File: config.mk
export PLATFORM = sky130hd
export DESIGN_NAME = core_pwrup_seq
export DESIGN_NICKNAME = d
export VERILOG_FILES = /design/src/rtl/pwrseq_pkg.sv /design/src/rtl/pwrseq_us_timer.sv /design/src/rtl/pwrseq_bank_ladder.sv /design/src/rtl/core_pwrup_seq.sv
export SDC_FILE = /design/constraint.sdc
export NUM_CORES = 1
export LEC_CHECK = 0
export CAP_MARGIN = 20
export CORE_MARGIN = 2
export CORE_UTILIZATION = 52
export CTS_CLUSTER_SIZE = 16
export DETAILED_ROUTE_END_ITERATION = 7
export PLACE_DENSITY = 0.83
export SLEW_MARGIN = 0
export SYNTH_ARGS = -nofsm -noshare
export SYNTH_HDL_FRONTEND = slang
export SYNTH_SLANG_ARGS = --single-unit
File: constraint.sdc
create_clock -name clk -period 6.45 [get_ports clk]
set_clock_uncertainty 0.15 [all_clocks]
set_input_delay 1.29 -clock clk [delete_from_list [all_inputs] [get_ports clk]]
set_output_delay 1.29 -clock clk [all_outputs]
set_load 0.1 [all_outputs]
File: src/rtl/pwrseq_pkg.sv
package pwrseq_pkg;
  localparam int unsigned PB_STBY_N = 18;
  localparam int unsigned PB_SLPRET_N = 19;
  localparam int unsigned PB_IO_CLAMP = 20;
  localparam int unsigned PB_WL_CLAMP = 21;
  localparam int unsigned PB_QMC_CLAMP = 22;
  localparam int unsigned PB_HDSW = 24;
  localparam int unsigned PB_LDO_BYP = 25;

  typedef enum logic [4:0] {
    S_IDLE, S_RESETS, S_XO, S_POLL, S_HS, S_HS_WAIT, S_LDO, S_QMC,
    S_STBY, S_BANK_SET, S_BANK_WAIT, S_WL, S_IO, S_CORE, S_CLK, S_RUN, S_ERR
  } seq_state_t;
endpackage

File: src/rtl/pwrseq_us_timer.sv
module pwrseq_us_timer #(
  parameter int unsigned CW = 16
) (
  input  logic          clk,
  input  logic          rst,
  input  logic          run,
  input  logic [CW-1:0] cyc_per_us,
  output logic          tick
);
  logic [CW-1:0] cnt;
  logic [CW-1:0] limit;

  assign limit = (cyc_per_us == '0) ? CW'(1) : cyc_per_us;
  assign tick  = run && (cnt == limit - CW'(1));

  always_ff @(posedge clk) begin
    if (rst || !run) cnt <= '0;
    else if (tick)   cnt <= '0;
    else             cnt <= cnt + CW'(1);
  end
endmodule

File: src/rtl/pwrseq_bank_ladder.sv
module pwrseq_bank_ladder #(
  parameter int unsigned NB = 20,
  localparam int unsigned IW = (NB > 1) ? $clog2(NB) : 1
) (
  input  logic          clk,
  input  logic          rst,
  input  logic          arm,
  input  logic          set_bit,
  input  logic          step_down,
  output logic [NB-1:0] bank,
  output logic          at_bottom
);
  logic [IW-1:0] idx;

  assign at_bottom = (idx == '0);

  always_ff @(posedge clk) begin
    if (rst) begin
      idx  <= IW'(NB - 1);
      bank <= '0;
    end else begin
      if (arm)            idx <= IW'(NB - 1);
      else if (step_down) idx <= idx - IW'(1);
      if (set_bit)        bank[idx] <= 1'b1;
    end
  end
endmodule

File: src/rtl/core_pwrup_seq.sv
module core_pwrup_seq
  import pwrseq_pkg::*;
#(
  parameter int unsigned NBANK = 20,
  parameter int unsigned CW = 16,
  parameter int unsigned MAX_POLLS = 200,
  localparam int unsigned PW = $clog2(MAX_POLLS + 1)
) (
  input  logic             clk,
  input  logic             rst,
  input  logic             start,
  input  logic [CW-1:0]    cyc_per_us,
  input  logic             clkoff_sts,
  output logic             core_rst,
  output logic             bus_rst,
  output logic             stop_core,
  output logic             xo_clk_en,
  output logic             core_clk_en,
  output logic [31:0]      pwr_ctl,
  output logic [NBANK-1:0] bank_pwr,
  output logic             done,
  output logic             err
);
  seq_state_t    st;
  logic [PW-1:0] polls;
  logic          tick, timer_run, at_bottom, parked;
  logic          stby_n, slpret_n, io_cl, wl_cl, qmc_cl, hdsw, ldo_byp;
  logic          chk_en;

  assign parked    = (st == S_IDLE) || (st == S_ERR);
  assign timer_run = (st == S_POLL) || (st == S_HS_WAIT) || (st == S_BANK_WAIT);

  pwrseq_us_timer #(.CW(CW)) u_timer (
    .clk(clk), .rst(rst), .run(timer_run), .cyc_per_us(cyc_per_us), .tick(tick)
  );

  pwrseq_bank_ladder #(.NB(NBANK)) u_ladder (
    .clk(clk), .rst(rst),
    .arm(st == S_STBY),
    .set_bit(st == S_BANK_SET),
    .step_down((st == S_BANK_WAIT) && tick && !at_bottom),
    .bank(bank_pwr), .at_bottom(at_bottom)
  );

  always_comb begin
    pwr_ctl = '0;
    pwr_ctl[PB_STBY_N]    = stby_n;
    pwr_ctl[PB_SLPRET_N]  = slpret_n;
    pwr_ctl[PB_IO_CLAMP]  = io_cl;
    pwr_ctl[PB_WL_CLAMP]  = wl_cl;
    pwr_ctl[PB_QMC_CLAMP] = qmc_cl;
    pwr_ctl[PB_HDSW]      = hdsw;
    pwr_ctl[PB_LDO_BYP]   = ldo_byp;
  end

  always_ff @(posedge clk) begin
    if (rst) begin
      st <= S_IDLE;
      polls <= '0;
      core_rst <= 1'b1; bus_rst <= 1'b1; stop_core <= 1'b1;
      xo_clk_en <= 1'b0; core_clk_en <= 1'b0;
      stby_n <= 1'b0; slpret_n <= 1'b0; hdsw <= 1'b0; ldo_byp <= 1'b0;
      io_cl <= 1'b1; wl_cl <= 1'b1; qmc_cl <= 1'b1;
      done <= 1'b0; err <= 1'b0;
    end else begin
      case (st)
        S_IDLE, S_ERR: if (start) begin
          done <= 1'b0; err <= 1'b0; st <= S_RESETS;
        end
        S_RESETS: begin
          core_rst <= 1'b1; bus_rst <= 1'b1; stop_core <= 1'b1; st <= S_XO;
        end
        S_XO: begin xo_clk_en <= 1'b1; polls <= '0; st <= S_POLL; end
        S_POLL: if (tick) begin
          if (!clkoff_sts) st <= S_HS;
          else if (polls == PW'(MAX_POLLS - 1)) begin err <= 1'b1; st <= S_ERR; end
          else polls <= polls + PW'(1);
        end
        S_HS:        begin hdsw <= 1'b1; st <= S_HS_WAIT; end
        S_HS_WAIT:   if (tick) st <= S_LDO;
        S_LDO:       begin ldo_byp <= 1'b1; st <= S_QMC; end
        S_QMC:       begin qmc_cl <= 1'b0; st <= S_STBY; end
        S_STBY:      begin stby_n <= 1'b1; slpret_n <= 1'b1; st <= S_BANK_SET; end
        S_BANK_SET:  st <= S_BANK_WAIT;
        S_BANK_WAIT: if (tick) st <= at_bottom ? S_WL : S_BANK_SET;
        S_WL:        begin wl_cl <= 1'b0; st <= S_IO; end
        S_IO:        begin io_cl <= 1'b0; st <= S_CORE; end
        S_CORE:      begin core_rst <= 1'b0; st <= S_CLK; end
        S_CLK:       begin core_clk_en <= 1'b1; st <= S_RUN; end
        S_RUN:       begin stop_core <= 1'b0; done <= 1'b1; st <= S_IDLE; end
        default:     st <= S_IDLE;
      endcase
    end
  end

  always_ff @(posedge clk) chk_en <= !rst;

  AST_BANK_ONE_AT_A_TIME: assert property (@(posedge clk) disable iff (rst || !chk_en)
    (bank_pwr != $past(bank_pwr)) |-> ($countones(bank_pwr) == $countones($past(bank_pwr)) + 1)
      && (($past(bank_pwr) & ~bank_pwr) == '0));
  AST_LDO_AFTER_HDSW: assert property (@(posedge clk) disable iff (rst || !chk_en)
    $rose(ldo_byp) |-> $past(hdsw));
  AST_RUN_RELEASE_LAST: assert property (@(posedge clk) disable iff (rst || !chk_en)
    $fell(stop_core) |-> !core_rst && core_clk_en && !io_cl && !wl_cl && done);
  AST_ERR_FREEZE: assert property (@(posedge clk) disable iff (rst || !chk_en)
    (err && $past(err)) |-> $stable(bank_pwr) && $stable(pwr_ctl) && $stable(core_rst)
      && $stable(stop_core) && $stable(xo_clk_en) && $stable(core_clk_en));
  AST_DONE_ERR_EXCL: assert property (@(posedge clk) disable iff (rst)
    !(done && err));
  AST_STBY_AFTER_QMC: assert property (@(posedge clk) disable iff (rst || !chk_en)
    $rose(stby_n) |-> !qmc_cl && $rose(slpret_n));
endmodule

==> impl_metrics.ini <==
[grt]
grt_pass1_wl_um = 13800
grt-ovfl-total = 0
grt_use_total_pct = 21.8
grt_max_degree = 42
antenna_found_initial = 0
grt_pass1_vias = 3099

[sta]
fin_crit_ns = 5.40
finalSetupViolations = 0
maxSlewViolCount = 0
timing.fmax_ghz = 0.185
rsz0062_at_grt = no
fin_ws_ns = 1.05
finalCritPeriodShare_pct = 83.7
hold_violations = 0
worstMarginPinSlew_ns = 0.990
hold_slack_ns = 0.290
slew_headroom_pct = 33.8
fin_setup_tns_ns = 0

[min_path]
hold_class = reg2reg

[floorplanning]
core_um2 = 7180
start_util_pct = 53.0
ios = 79
dieArea_um2 = 8010
rows = 31
die_h_um = 89.5
fp.dieW_um = 89.5

[synthesis]
synth-seq-cells = 66
ys_seq_area_share_pct = 34.8
synth_top_flop_cell = dfxtp_1
ys.warnings.count = 0
avgSynthCellArea_um2 = 8.02
synth_edf_count = 0
netlist_area_um2 = 3800
syn_inst = 474
async_reset_ff_share_pct = 0
yosysUniqueCellTypes = 57

[clock_tree]
cts_buffer_depth = 2
path_clk_slew_ns = 0.08
cts_setup_buffers = 0
clock_sinks = 66
root_buffer = clkbuf_8
hold_buffers = 0
cts_tree = done
cts_htree_levels = 3
cts_buffers = 9
clock_latency_ns = 0.34
cts_resized = 0

[setup_path]
path_max_fanout = 9
cp-start-kind = primary input
critPathKind = in2reg
critPathRequiredTime_ns = 6.57
path_cells = clkdlybuf4s50_1, or4_4, nor2_2, a31oi_1, ha_1, nor3b_2, a311oi_1, o21bai_1, a211oi_1, or4_4, nor3_1, and4_1, mux2i_1
cpMostUsedCell = or4_4
end_kind = flip-flop
max_stage_delay_ns = 0.64
critPathSlowestCell = or4_4
arrival_ns = 5.52

[power_and_ir_drop]
p_sw_mw = 0.343
pwr-share-seq_pct = 42.4
power_per_cell_area_nw_per_um2 = 233
power_frac_comb_pct = 20.9
ir_worst_vdd_mv = 0.220
pwr-share-clk_pct = 36.7
p_leak_nw = 1.59
report.power.total_mw = 1.03
internal_power_mw = 0.690
p_sw_share_pct = 33.2

[finish]
fin_util_pct = 61.7
num_antenna_cells = 0
final_common_cell = nor2_1
area_growth_pct = 16.5
nNetsFinal = 537
fin_area_um2 = 4430
layout_common_cells = nor2_1 (68), dfxtp_1 (66), clkdlybuf4s50_1 (52), a21oi_1 (35), nand2_1 (31)
drive_above_1_share_pct = 6.60
layoutNonFillerInstCount = 614

[routing]
dr.pass1.iters = 4
drt-total-wl_um = 8490
initialDrtViolationCount = 175
drc = 0
routedWlPerCell_um = 13.8
vias = 3384
avgViaCountPerCell = 5.51
antenna_left = 0

[place]
placed_cells = 598
io_buffer_count = 52
placed_area_um2 = 4210
place_hpwl_um = 6370
pre_cts_ws_ns = 0.734
gp_congestion = 0.909

[run]
cap_violations = 0

[status]
status = finished clean
-- final timing paths --
| check | slack (ns) | startpoint | to | depth (start not counted) |
|---|---|---|---|---|
| max reg2reg | 3.27 | u_timer.cnt[9] | polls[4] | 8 |
| min reg2reg | 0.29 | io_cl | io_cl | 2 |
| max | 1.05 | cyc_per_us[7] | polls[4] | 13 |
| min | 0.29 | io_cl | io_cl | 2 |
-- state kept, by name (all words and copies together), names as in the netlist --
| name | count |
|---|---|
| u_ladder.bank | 20 |
| u_timer.cnt | 16 |
| polls | 8 |
| st | 5 |
| u_ladder.idx | 5 |
| core_clk_en | 1 |
| core_rst | 1 |
| done | 1 |
| err | 1 |
| hdsw | 1 |
| io_cl | 1 |
| ldo_byp | 1 |
| qmc_cl | 1 |
| slpret_n | 1 |
| stop_core | 1 |
| wl_cl | 1 |
| xo_clk_en | 1 |
-- critical path, delay by kind of cell --
kind / cells / cell delay (ns)
AO/OA/AOI/OAI: 4 / 0.66
adder cells (fa/ha/maj): 1 / 0.24
buffers and inverters: 1 / 0.56
multiplexers: 1 / 0.19
AND/OR/NAND/NOR: 6 / 2.58
-- synthesized netlist by cell type, drive strengths merged (2+ instances only) --
| cell | number | share of area (%) |
|---|---|---|
| nand3b | 2 | 0.39 |
| or4 | 7 | 1.7 |
| buf | 37 | 7.4 |
| inv | 14 | 1.4 |
| a311oi | 4 | 0.92 |
| o311ai | 2 | 0.46 |
| nand3 | 18 | 2.4 |
| a21oi | 35 | 4.6 |
| nand4b | 6 | 1.4 |
| o21ai | 12 | 1.6 |
| a21o | 4 | 0.79 |
| and2 | 6 | 0.99 |
| a21boi | 2 | 0.39 |
| clkbuf | 16 | 1.6 |
| xnor2 | 17 | 3.9 |
| a211oi | 4 | 0.79 |
| nand2b | 4 | 0.66 |
| dfxtp | 66 | 35 |
| ha | 7 | 2.3 |
| mux2i | 5 | 1.3 |
| and4 | 2 | 0.46 |
| xor2 | 17 | 3.9 |
| and3 | 5 | 0.82 |
| a31oi | 4 | 0.66 |
| conb | 2 | 0.20 |
| nor4 | 8 | 1.3 |
| a31o | 2 | 0.46 |
| nand2 | 31 | 3.1 |
| nor2b | 6 | 0.99 |
| or3 | 8 | 1.3 |
| mux2 | 3 | 0.89 |
| o31ai | 3 | 0.59 |
| nor3b | 5 | 1.1 |
| or2 | 3 | 0.49 |
| nor2 | 69 | 6.9 |
| nor3 | 18 | 2.4 |
| nand4 | 8 | 1.3 |
| o41ai | 2 | 0.95 |
-- cells by family (layout without fill, tap and decap cells) --
kind of cell,after synthesis,in the layout,synth area share (%)
buf+inv,67,84,10.3
compound gates,81,81,14.0
fa+ha+maj,7,7,2.30
flops,66,66,34.8
simple gates,209,209,28.4
other cells,2,26,0.198
xor+xnor,34,34,7.83
mux,8,8,2.21
-- layout make-up --
type                       instances  area, um^2
clock buffer                      10         128
multi-input combinational        365        2180
inverter                          14        52.6
fill                             619        2750
sequential                        66        1320
timing repair buffer              54         536
tap                               99         124
clock inverter                     6        90.1
-- layer usage --
metal  vias up  global-route usage (%)  share of wire, %  routed length (um)
met5         -                       0                 0                   0
met4         0                    6.78               1.3                 112
met3        11                    4.71               5.6                 479
met2       118                    37.7                49                4190
met1      1578                    27.1                44                3700
li1       1677                       -                 -                   -
-- power groups by stage --
stage,Sequential [mW],Clock [mW],Combinational [mW]
after global placement,0.446,0,0.211
after detailed placement,0.447,0,0.214
after floorplan,0.441,0,0.189
after CTS,0.437,0.385,0.215
after global routing,0.441,0.405,0.233
final,0.438,0.379,0.216
(Power assumes the default switching activity.)
